[src/rtl/retry_tracker.sv]
module retry_tracker #(
  parameter int NSLOT = 3,
  parameter int AW = 32,
  parameter int CW = 8,
  parameter int TMO_CYCLES = 4096,
  parameter int SW = (NSLOT > 1) ? $clog2(NSLOT) : 1
) (
  input  logic          clk,
  input  logic          rst_n,
  input  logic          req_valid,
  output logic          req_ready,
  input  logic [AW-1:0] req_addr,
  input  logic [CW-1:0] req_count,
  output logic          iss_valid,
  input  logic          iss_ready,
  output logic [SW-1:0] iss_slot,
  output logic [AW-1:0] iss_addr,
  output logic [CW-1:0] iss_count,
  input  logic          res_valid,
  input  logic [SW-1:0] res_slot,
  input  logic [1:0]    res_kind,
  input  logic [CW-1:0] res_words,
  output logic          cpl_valid,
  output logic [SW-1:0] cpl_slot,
  output logic          cpl_err
);
  localparam int TW = $clog2(TMO_CYCLES + 1);
  localparam logic [1:0] S_IDLE = 2'd0, S_WAIT = 2'd1, S_BUSY = 2'd2;
  localparam logic [1:0] K_DONE = 2'b00, K_RETRY = 2'b01, K_DISC = 2'b10;

  logic [NSLOT-1:0][1:0]    st_q;
  logic [NSLOT-1:0][AW-1:0] addr_q;
  logic [NSLOT-1:0][CW-1:0] cnt_q;
  logic [NSLOT-1:0][TW-1:0] tmr_q;
  logic [NSLOT-1:0]         run_q;
  logic [SW-1:0]            rr_q;

  logic [NSLOT-1:0] expd, elig;
  logic [SW-1:0]    alloc_sel, grant_sel, tmo_sel;
  logic             alloc_ok, grant_ok, tmo_ok;

  always_comb begin
    alloc_ok = 1'b0; alloc_sel = '0;
    tmo_ok = 1'b0; tmo_sel = '0;
    for (int i = NSLOT - 1; i >= 0; i--) begin
      expd[i] = run_q[i] && (tmr_q[i] == TW'(TMO_CYCLES));
      elig[i] = (st_q[i] == S_WAIT) && !expd[i];
      if (st_q[i] == S_IDLE) begin alloc_ok = 1'b1; alloc_sel = SW'(i); end
      if (st_q[i] == S_WAIT && expd[i]) begin tmo_ok = 1'b1; tmo_sel = SW'(i); end
    end
    grant_ok = 1'b0; grant_sel = '0;
    for (int k = 1; k <= NSLOT; k++) begin
      int j;
      j = (int'(rr_q) + k) % NSLOT;
      if (!grant_ok && elig[j]) begin grant_ok = 1'b1; grant_sel = SW'(j); end
    end
  end

  wire req_fire = req_valid && alloc_ok;
  wire iss_fire = grant_ok && iss_ready;
  wire done_in  = res_valid && res_kind == K_DONE;
  wire tmo_fire = tmo_ok && !done_in;

  assign req_ready = alloc_ok;
  assign iss_valid = grant_ok;
  assign iss_slot  = grant_sel;
  assign iss_addr  = addr_q[grant_sel];
  assign iss_count = cnt_q[grant_sel];

  always_ff @(posedge clk) begin
    if (!rst_n) begin
      st_q <= '0; addr_q <= '0; cnt_q <= '0; tmr_q <= '0; run_q <= '0;
      rr_q <= SW'(NSLOT - 1);
      cpl_valid <= 1'b0; cpl_slot <= '0; cpl_err <= 1'b0;
    end else begin
      for (int i = 0; i < NSLOT; i++) begin
        if (run_q[i] && !expd[i]) tmr_q[i] <= tmr_q[i] + 1'b1;
        if (req_fire && alloc_sel == SW'(i)) begin
          st_q[i] <= S_WAIT; addr_q[i] <= req_addr; cnt_q[i] <= req_count;
          run_q[i] <= 1'b0; tmr_q[i] <= '0;
        end
        if (iss_fire && grant_sel == SW'(i)) begin
          st_q[i] <= S_BUSY;
          if (!run_q[i]) begin run_q[i] <= 1'b1; tmr_q[i] <= '0; end
        end
        if (res_valid && res_slot == SW'(i) && st_q[i] == S_BUSY) begin
          case (res_kind)
            K_DONE:  begin st_q[i] <= S_IDLE; run_q[i] <= 1'b0; end
            K_DISC:  begin
              st_q[i] <= S_WAIT;
              addr_q[i] <= addr_q[i] + (AW'(res_words) << 2);
              cnt_q[i] <= cnt_q[i] - res_words;
            end
            default: st_q[i] <= S_WAIT;
          endcase
        end
        if (tmo_fire && tmo_sel == SW'(i)) begin
          st_q[i] <= S_IDLE; run_q[i] <= 1'b0;
        end
      end
      if (iss_fire) rr_q <= grant_sel;
      cpl_valid <= done_in || tmo_fire;
      cpl_slot  <= done_in ? res_slot : tmo_sel;
      cpl_err   <= !done_in && tmo_fire;
    end
  end
endmodule

[config.mk]
export PLATFORM = sky130hd
export DESIGN_NAME = retry_tracker
export DESIGN_NICKNAME = d
export VERILOG_FILES = /design/src/rtl/retry_tracker.sv
export SDC_FILE = /design/constraint.sdc
export NUM_CORES = 1
export LEC_CHECK = 0
export BUFFER_PORTS_ARGS = -buffer_cell sky130_fd_sc_hd__buf_4
export CORE_MARGIN = 2
export CORE_UTILIZATION = 61
export CTS_BUF_LIST = sky130_fd_sc_hd__clkbuf_8
export DETAILED_ROUTE_END_ITERATION = 6
export PLACE_DENSITY_LB_ADDON = 0.25
export SYNTH_ARGS = -nofsm -noshare
export SYNTH_HDL_FRONTEND = slang
export SYNTH_SLANG_ARGS = --single-unit
[constraint.sdc]
create_clock -name clk -period 4.98 [get_ports clk]
set_input_delay 0.498 -clock clk [delete_from_list [all_inputs] [get_ports clk]]
set_output_delay 0.498 -clock clk [all_outputs]
set_load 0.005 [all_outputs]
==> flow_summary.json <==
{
  "post-route-min-period_ns": 4.25,
  "critPathMaxFanout": 50,
  "leakage_nw": 4.82,
  "syn_nets": 1611,
  "dp.cells": 1761,
  "core_area_mm2": 0.0180,
  "holdCritPathClass": "primary input to flop",
  "clkSinkCount": 174,
  "ant_nets": 0,
  "fp.dieH_um": 140,
  "drt_iter0_drc": 1161,
  "regToRegEndpoint": "tmr_q[35]",
  "critPathSlowestCell": "and3_2",
  "cp.arrival_ns": 3.75,
  "wl_mm": 33.5,
  "crit_type": "flop to primary output",
  "status": "finished clean",
  "synth_warnings": 0,
  "wl_per_cell_um": 18.7,
  "maxCapViolations": 0,
  "clockBufferDepth": 2,
  "clkTransAtPathRegs_ns": 0.09,
  "start_util": 0.624,
  "power.total_w": 0.00385,
  "fin_crit_sh": 0.854,
  "grt_setup_unrepaired": "no",
  "critPathLaunchType": "flop",
  "reg2reg_from": "tmr_q[13]",
  "gp_congestion": 0.914,
  "finalMaxSlewViolations": 0,
  "cts_root_buf": "clkbuf_8",
  "grt_use_total": 0.335,
  "ios": 105,
  "worstMarginPinSlew_ns": 1.11,
  "final_cells": 1791,
  "grt_pass1_wl_mm": 53.5,
  "cp-end-kind": "primary output",
  "tritoncts": "built",
  "post_cts_resized": 0,
  "ys_async_sr_fraction": 0,
  "dr.pass1.iters": 5,
  "vias": 11600,
  "crit_cells": 10,
  "critPathMaxStageDelay_ns": 0.85,
  "worstPathRequired_ns": 4.48,
  "fp-row-count": 49,
  "finalNetCount": 1667,
  "critPathCapture": "iss_addr[25]",
  "yosysTopAreaCell": "dfxtp_1",
  "synth.distinct_cells": 65,
  "peakVddDrop_mv": 0.263,
  "startpoint": "tmr_q[13]",
  "grt_start_max_net_pins": 54,
  "fmax_ghz": 0.235,
  "rr_worst_depth": 10,
  "seq_area_frac_synth": 0.310,
  "r2r_slack_ns": 1.29,
  "die_w_um": 140,
  "finClkSkew_ns": 0.0187,
  "vias_per_cell": 6.48,
  "crit_buf_inv": 3,
  "drc": 0,
  "syn2layout_area_growth_pct": 11.7,
  "n_antenna_cell": 0,
  "synth-seq-cells": 174,
  "path_cells": "inv_1 > ha_1 > or4bb_1 > or4_4 > a31oi_1 > and3_2 > buf_4 > nand2_1 > o21ai_0 > buf_4",
  "final-setup-viol-count": 0,
  "die-area_mm2": 0.0195,
  "setup_tns_ns": 0,
  "powerDensity_mw_per_mm2": 306,
  "slew_headroom": 0.258,
  "drive_gt1_frac": 0.113,
  "grt_pass1_vias": 10600,
  "hold_viol": 0,
  "port-buffer-count": 104,
  "critPathTopFamily": "simple AND/OR/NAND/NOR gates",
  "antenna_found_initial": 0,
  "cts_setup_buffers": 0,
  "synth_area_leaders": "dfxtp_1 31%, nand2_1 8.3%, ha_1 5.9%",
  "syn_avg_cell_area_um2": 7.53,
  "synth_top_area_share": 0.310,
  "yosys_most_used_dff": "dfxtp_1",
  "clk_latency_ns": 0.48,
  "cts_max_level": 4,
  "overflow": 0,
  "synth_area_mm2": 0.0113,
  "synthCells": 1495,
  "synth_edf_count": 0,
  "hpwl_mm": 22.9,
  "cts_buffers": 17,
  "worst_path_most_repeated_cell": "buf_4",
  "cts_hold_buf": 0
}
metal layers:
layer	up-vias	part of all wire	GRT usage
li1	5488	-	-
met4	0	0.036	0.155
met2	608	0.45	0.527
met5	-	0	0
met3	108	0.099	0.0430
met1	5395	0.41	0.460
flip-flops by register name, indices dropped and copies added (netlist names):
name,flops
cpl_valid,1
run_q,3
st_q,6
addr_q,96
cnt_q,24
rr_q,2
cpl_slot,2
cpl_err,1
tmr_q,39
synth_stat cells (9+ instances only):
master,count
nand2b_1,11
ha_1,53
a21o_1,11
clkbuf_1,64
a32oi_1,9
a21oi_1,110
a31oi_1,30
and2_1,13
and3_1,41
a221oi_1,9
o211ai_1,18
nor2_1,141
nand3_1,42
and4_1,9
a211oi_1,21
o21ai_0,102
nor3_1,33
nor2b_1,10
a22oi_1,9
o21a_1,12
a311oi_1,27
xor2_1,39
nor4_1,10
nand2_1,250
nand4_1,24
mux2i_1,40
dfxtp_1,174
buf_2,12
inv_1,48
xnor2_1,32
cells by family after synthesis:
logic type | after synthesis | synth area share
compound gates | 393 | 0.221
xor+xnor | 71 | 0.0553
fa+ha+maj | 60 | 0.0705
buf+inv | 132 | 0.0464
flops | 174 | 0.310
mux | 46 | 0.0416
simple gates | 619 | 0.256
through the flow:
stage	area, um^2	utilization	setup slack (ns)	hold slack (ns)
2_1_floorplan	11300	-	2.07	0.436
3_3_place_gp	12100	0.673	1.36	0.443
5_1_grt	12600	0.697	0.559	0.286
4_1_cts	12600	0.697	0.741	0.266
3_5_place_dp	12100	0.673	1.28	0.449
6_report	12600	0.697	0.729	0.275
cell usage in the layout (no fill, tap or decap), types with 12 or more instances in the layout:
| cell | count |
|---|---|
| nand2_1 | 250 |
| dfxtp_1 | 174 |
| nor2_1 | 141 |
| buf_4 | 121 |
| a21oi_1 | 110 |
| o21ai_0 | 102 |
| ha_1 | 53 |
| inv_1 | 47 |
| nand3_1 | 41 |
| mux2i_1 | 40 |
| and3_1 | 40 |
| xor2_1 | 39 |
| nor3_1 | 32 |
| xnor2_1 | 32 |
| a31oi_1 | 30 |
| a311oi_1 | 27 |
| nand4_1 | 24 |
| a211oi_1 | 21 |
| clkbuf_8 | 19 |
| o211ai_1 | 18 |
| and2_1 | 12 |
| o21a_1 | 12 |
worst min path at each step:
stage | startpoint | endpoint | slack, ns | cells after the start
after CTS | req_addr[0] | addr_q[0] | 0.27 | 3
after global placement | addr_q[0] | addr_q[0] | 0.44 | 2
final | req_addr[0] | addr_q[0] | 0.27 | 3
after floorplan | addr_q[0] | addr_q[0] | 0.44 | 2
after detailed placement | addr_q[65] | addr_q[65] | 0.45 | 2
after global routing | req_addr[0] | addr_q[32] | 0.29 | 3
where the power goes:
part	leakage [nW]	switching (W)	internal (W)	total [W]
Sequential	1.41	0.000121	0.00150	0.00162
Combinational	3.18	0.000635	0.000453	0.00109
Clock	0.221	0.000561	0.000576	0.00114
Total	4.82	0.00132	0.00253	0.00385
worst register-to-register path, cell delays in order, from the launching register on:
cell     delay (ns)
dfxtp_1        0.37
inv_1          0.08
ha_1           0.13
or4bb_1        0.44
or4_4          0.52
a31oi_1        0.18
and3_2         0.85
buf_4          0.33
nand3_1        0.11
nand3_1        0.43
nor2_1         0.12
cell type report:
type | count | area [um^2]
Clock buffer | 19 | 262
Fill cell | 1525 | 5450
Sequential cell | 174 | 3480
Timing Repair Buffer | 121 | 908
Multi-Input combinational cell | 1189 | 7270
Clock inverter | 11 | 179
Tap cell | 229 | 287
Inverter | 48 | 180
Power figures use the tool's default switching activity.
